===== src/rtl/psq_pkg.sv =====
package psq_pkg;

  typedef enum logic [1:0] {
    S_IDLE   = 2'd0,
    S_ISSUE  = 2'd1,
    S_WAIT   = 2'd2,
    S_FINISH = 2'd3
  } psq_state_e;

  // Lower bound of the tracked position for the chosen mode.
  function automatic int pos_floor(input bit direct_mode);
    return direct_mode ? 0 : -255;
  endfunction

  // Upper bound of the tracked position for the chosen mode.
  function automatic int pos_ceiling(input bit direct_mode);
    return direct_mode ? 1023 : 255;
  endfunction

endpackage


===== src/rtl/psq_req_decode.sv =====
module psq_req_decode #(
  parameter int STEP_W = 11
) (
  input  logic signed [STEP_W-1:0] steps_i,
  output logic        [STEP_W-1:0] mag_o,
  output logic                     up_o,
  output logic                     zero_o
);

  // Magnitude of a signed count; the most negative value maps to 2^(STEP_W-1).
  function automatic logic [STEP_W-1:0] magnitude(input logic signed [STEP_W-1:0] s);
    logic [STEP_W-1:0] neg;
    neg = ~s + 1'b1;
    return s[STEP_W-1] ? neg : s;
  endfunction

  always_comb begin
    mag_o  = magnitude(steps_i);
    up_o   = ~steps_i[STEP_W-1];
    zero_o = (steps_i == '0);
  end

endmodule


===== src/rtl/psq_ctrl.sv =====
module psq_ctrl
  import psq_pkg::*;
#(
  parameter int STEP_W = 11
) (
  input  logic              clk,
  input  logic              rst,
  input  logic              locked_i,
  input  logic              req_valid_i,
  input  logic [STEP_W-1:0] req_mag_i,
  input  logic              req_up_i,
  input  logic              req_zero_i,
  input  logic              ps_done_i,
  input  logic              ps_ovf_i,
  output logic              req_ready_o,
  output logic              accept_o,
  output logic              ps_en_o,
  output logic              ps_dir_o,
  output logic              busy_o,
  output logic              done_o,
  output logic              err_o,
  output logic              step_ok_o,
  output logic              step_ovf_o
);

  psq_state_e        state_q;
  logic [STEP_W-1:0] rem_q;
  logic              up_q;
  logic              err_q;
  logic              completion;
  logic              last_step;

  always_comb begin
    req_ready_o = (state_q == S_IDLE) && locked_i;
    accept_o    = req_ready_o && req_valid_i;
    completion  = (state_q == S_WAIT) && ps_done_i && locked_i;
    step_ok_o   = completion && !ps_ovf_i;
    step_ovf_o  = completion && ps_ovf_i;
    last_step   = (rem_q == STEP_W'(1));
    ps_en_o     = (state_q == S_ISSUE);
    ps_dir_o    = up_q;
    busy_o      = (state_q != S_IDLE);
    done_o      = (state_q == S_FINISH);
    err_o       = err_q;
  end

  always_ff @(posedge clk) begin
    if (rst) begin
      state_q <= S_IDLE;
      rem_q   <= '0;
      up_q    <= 1'b0;
      err_q   <= 1'b0;
    end else if (!locked_i) begin
      state_q <= S_IDLE;
    end else begin
      case (state_q)
        S_IDLE: begin
          if (accept_o) begin
            err_q   <= 1'b0;
            rem_q   <= req_mag_i;
            up_q    <= req_up_i;
            state_q <= req_zero_i ? S_FINISH : S_ISSUE;
          end
        end
        S_ISSUE: state_q <= S_WAIT;
        S_WAIT: begin
          if (step_ovf_o) begin
            err_q   <= 1'b1;
            state_q <= S_FINISH;
          end else if (step_ok_o) begin
            rem_q   <= rem_q - 1'b1;
            state_q <= last_step ? S_FINISH : S_ISSUE;
          end
        end
        S_FINISH: state_q <= S_IDLE;
        default:  state_q <= S_IDLE;
      endcase
    end
  end

endmodule


===== src/rtl/psq_track.sv =====
module psq_track
  import psq_pkg::*;
#(
  parameter int POS_W       = 11,
  parameter bit DIRECT_MODE = 1'b0,
  parameter int INIT_PHASE  = 0
) (
  input  logic                    clk,
  input  logic                    rst,
  input  logic                    step_ok_i,
  input  logic                    step_up_i,
  output logic signed [POS_W-1:0] pos_o
);

  localparam int LO    = pos_floor(DIRECT_MODE);
  localparam int HI    = pos_ceiling(DIRECT_MODE);
  localparam int START = DIRECT_MODE ? 0 : INIT_PHASE;

  // One step in the requested direction, held inside the mode's range.
  function automatic logic signed [POS_W-1:0] bounded_step(
    input logic signed [POS_W-1:0] cur, input logic up);
    int p;
    p = int'(cur) + (up ? 1 : -1);
    if (p > HI) p = HI;
    if (p < LO) p = LO;
    return POS_W'(p);
  endfunction

  logic signed [POS_W-1:0] pos_q;

  always_ff @(posedge clk) begin
    if (rst)            pos_q <= POS_W'(START);
    else if (step_ok_i) pos_q <= bounded_step(pos_q, step_up_i);
  end

  assign pos_o = pos_q;

endmodule


===== src/rtl/phase_step_seq.sv =====
module phase_step_seq #(
  parameter int STEP_W      = 11,
  parameter int POS_W       = 11,
  parameter bit DIRECT_MODE = 1'b0,
  parameter int INIT_PHASE  = 0
) (
  input  logic                     clk,
  input  logic                     rst,
  input  logic                     locked_i,
  input  logic                     req_valid_i,
  output logic                     req_ready_o,
  input  logic signed [STEP_W-1:0] req_steps_i,
  output logic                     ps_en_o,
  output logic                     ps_incdec_o,
  input  logic                     ps_done_i,
  input  logic                     ps_ovf_i,
  output logic                     busy_o,
  output logic                     done_o,
  output logic                     ovf_err_o,
  output logic signed [POS_W-1:0]  phase_pos_o
);

  logic [STEP_W-1:0] mag_w;
  logic              up_w;
  logic              zero_w;
  logic              accept_w;
  logic              step_ok_w;
  logic              step_ovf_w;

  psq_req_decode #(.STEP_W(STEP_W)) u_decode (
    .steps_i (req_steps_i),
    .mag_o   (mag_w),
    .up_o    (up_w),
    .zero_o  (zero_w)
  );

  psq_ctrl #(.STEP_W(STEP_W)) u_ctrl (
    .clk         (clk),
    .rst         (rst),
    .locked_i    (locked_i),
    .req_valid_i (req_valid_i),
    .req_mag_i   (mag_w),
    .req_up_i    (up_w),
    .req_zero_i  (zero_w),
    .ps_done_i   (ps_done_i),
    .ps_ovf_i    (ps_ovf_i),
    .req_ready_o (req_ready_o),
    .accept_o    (accept_w),
    .ps_en_o     (ps_en_o),
    .ps_dir_o    (ps_incdec_o),
    .busy_o      (busy_o),
    .done_o      (done_o),
    .err_o       (ovf_err_o),
    .step_ok_o   (step_ok_w),
    .step_ovf_o  (step_ovf_w)
  );

  psq_track #(
    .POS_W       (POS_W),
    .DIRECT_MODE (DIRECT_MODE),
    .INIT_PHASE  (INIT_PHASE)
  ) u_track (
    .clk       (clk),
    .rst       (rst),
    .step_ok_i (step_ok_w),
    .step_up_i (ps_incdec_o),
    .pos_o     (phase_pos_o)
  );

endmodule


===== config.mk =====
export PLATFORM = sky130hd
export DESIGN_NAME = phase_step_seq
export DESIGN_NICKNAME = d
export VERILOG_FILES = /design/src/rtl/psq_pkg.sv /design/src/rtl/psq_req_decode.sv /design/src/rtl/psq_ctrl.sv /design/src/rtl/psq_track.sv /design/src/rtl/phase_step_seq.sv
export SDC_FILE = /design/constraint.sdc
export NUM_CORES = 1
export LEC_CHECK = 0
export BUFFER_PORTS_ARGS = -buffer_cell sky130_fd_sc_hd__buf_2
export CAP_MARGIN = 20
export CORE_ASPECT_RATIO = 1.2
export CORE_MARGIN = 5
export CORE_UTILIZATION = 51
export DETAILED_ROUTE_END_ITERATION = 8
export PLACE_DENSITY = 0.72
export SLEW_MARGIN = 10
export SYNTH_ARGS = -nofsm -noshare
export SYNTH_HDL_FRONTEND = slang
export SYNTH_HIERARCHICAL = 1
export SYNTH_SLANG_ARGS = --single-unit
export TNS_END_PERCENT = 20

===== constraint.sdc =====
create_clock -name clk -period 12.11 [get_ports clk]
set_clock_uncertainty 0.15 [all_clocks]
set_input_delay 1.211 -clock clk [delete_from_list [all_inputs] [get_ports clk]]
set_output_delay 1.211 -clock clk [all_outputs]
set_load 0.01 [all_outputs]

==> flow_summary.toml <==
[placed_design]
place_hpwl_mm = 4.74
io_buffers = 33
gp_routability_congestion = 0.862
placed_cells = 396

[synth]
synth_seq_cells = 26
yosysWarnings = 6
netlist_instances = 316
seq_area_frac_synth_pct = 20.7
syn_avg_cell_area_um2 = 7.97
synth_top_area_cell = "dfxtp_1"
yosys.cell_count.top_type = "nor2_1"
ys_top_cells_by_area = "dfxtp_1 (21%), ha_1 (6.5%), fa_1 (5.6%)"
synth_top_area_share_pct = 20.7
synth.cells.most_frequent = "nor2_1 (28), nand2_1 (27), a21oi_1 (26), dfxtp_1 (26), inv_1 (19)"
async_flop_share_pct = 0
ys_types = 75
synth_flop_cell = "dfxtp_1"
syn_nets = 353
synth_edf_count = 0
netlist_area_um2 = 2520

[clock_tree]
cts-root-buf = "clkbuf_8"
post_cts_buffers = 0
ctsHoldBuffers = 0
clock_sinks = 26
cts_buffers = 3
htree_levels = 1
clk_pin_slew_worst_paths_ns = 0.09
post_cts_resized = 0
clock_latency_ns = 0.27
clockBufferDepth = 2
cts_tree = "yes"

[critical_path]
required_ns = 12.17
crit_path_max_incr_delay_ns = 0.53
crit_slowest_cell = "inv_1"
crit_type = "register to register"
cp-start-kind = "register"
endpoint_kind = "register"
critical_path_buf_inv_count = 2
crit_family = "compound AO/OA/AOI/OAI gates"
path_cells = "inv_1, ha_1, and4_4, and2_4, a221o_1, a211oi_1, inv_1, fa_1, nand2_1, nor4_1, nand4_1, a2111oi_2, a21boi_2, o21ai_1"
cp_common_cell = "inv_1"
crit_arrival_ns = 4.61
path_max_fanout = 15

[sta]
slew_headroom_pct = 21.5
fmax_mhz = 220
setup_violations = 0
finalSetupTns_ns = 0
grt_setup_unrepaired = "no"
holdWs_ns = 0.337
hold_violations = 0
fin_crit_sh_pct = 37.6
final-max-slew-violation-count = 0
worstMarginPinSlew_ns = 1.17
period_minus_slack_ns = 4.55

[die]
core_area_um2 = 4870
die_h_um = 87
start_util_pct = 51.7
die_x_um = 74.2
die_area_um2 = 6450
ioPinCount = 34
rows = 28

[global_routing]
grt_pass1_vias = 2304
globalRouteOverflowTotal = 0
grt_use_total_pct = 19.3
grt_first_pass_wirelength_mm = 10.1
grt_max_degree = 24
grt_antenna_before_repair = 0

[finish]
n_fill_cell = 472
syn2layout_area_growth_pct = 8.69
drive_gt1_share_pct = 17.6
diodes = 0
nNetsFinal = 378
stdcell_count = 400

[drt]
dr_total_vias = 2378
drc = 0
drtPass1Iterations = 4
drtIter0Drc = 123
wirelength_mm = 5.98
post_drt_wl_per_cell_um = 15.0
post_drt_via_cell_ratio = 5.95
ant_nets = 0

[run]
maxCapViolCount = 0

[status]
status = "completed"

[power_and_ir_drop]
p_per_area_nw_per_um2 = 74.0
leakagePower_nw = 1.13
power_uw = 203
peakVddDrop_v = 0.0000507

[worst_hold_path]
hp-class = "register to register"
-- per-stage QoR --
stage                     setup WS [ns]  util [%]  instance area [um^2]
after CTS                          7.52      56.2                  2740
final                              7.56      56.2                  2740
after global placement             7.70      55.1                  2680
after global routing               7.22      56.2                  2740
after floorplan                    7.98         -                  2520
after detailed placement           7.54      55.1                  2680
-- metal layers --
layer / part of all wire, % / track usage, %
met4: 1.9 / 7.08
met3: 2.7 / 2.08
met5: 0 / 0
met1: 42 / 21.4
met2: 53 / 36.7
-- report_power, final --
group          internal, mW  switching [mW]  total, mW
clock network        0.0291          0.0288     0.0579
logic                0.0227          0.0307     0.0533
registers            0.0880         0.00356     0.0916
total                 0.140          0.0630      0.203
-- worst reg2reg max path: stages (launching register included) --
cell and delay [ns]:
dfxtp_1 0.38, inv_1 0.53, ha_1 0.46, and4_4 0.26, and2_4 0.15, a221o_1 0.37, a211oi_1 0.36, inv_1 0.11
fa_1 0.51, nand2_1 0.05, nor4_1 0.25, nand4_1 0.15, a2111oi_2 0.43, a21boi_2 0.18, o21ai_1 0.16
-- final timing paths --
check | from | end | slack (ns) | cells past startpoint
setup / recovery | u_ctrl/ps_dir_o | u_track/pos_o[3] | 7.56 | 14
hold / removal | u_track/pos_o[4] | u_track/pos_o[4] | 0.34 | 2
setup reg to reg | u_ctrl/ps_dir_o | u_track/pos_o[3] | 7.56 | 14
hold reg to reg | u_track/pos_o[4] | u_track/pos_o[4] | 0.34 | 2
-- logic make-up after synthesis --
| family | synth area share (%) |
|---|---|
| and+or+nand+nor | 27.8 |
| DFF | 20.7 |
| AOI/OAI and AO/OA | 28.8 |
| muxes | 0.397 |
| xor gates and xnor gates | 4.52 |
| adders and majority gates | 12.0 |
| buffers and inverters | 5.86 |
-- area by class of cell --
cell class                 count  area, um^2  area share, %
timing repair buffer          33         165           6.03
tap                           60        75.1           2.74
multi-input combinational    258        1850           67.6
sequential                    26         520           19.0
clock buffer                   4        55.1           2.01
inverter                      19        71.3           2.60
-- layout by cell type (no fill, tap or decap), types with 3 or more instances in the layout --
master	n
a211oi_1	9
a21o_1	8
a21oi_1	26
a31oi_1	4
buf_2	33
clkbuf_8	4
dfxtp_1	26
fa_1	7
ha_1	13
inv_1	19
nand2_1	27
nand2b_1	12
nand3_1	5
nand4_1	5
nand4b_1	4
nor2_1	28
nor2b_1	4
nor3_1	6
nor4_1	4
nor4b_1	3
o21ai_0	10
o21ai_1	14
xnor2_1	11
-- registers in the layout (all words and copies together), names as in the netlist --
register         cells
u_ctrl/err_o         1
u_ctrl/ps_dir_o      1
u_ctrl/rem_q        11
u_ctrl/state_q       2
u_track/pos_o       11
Note: power is estimated with default switching activity, not from simulation.
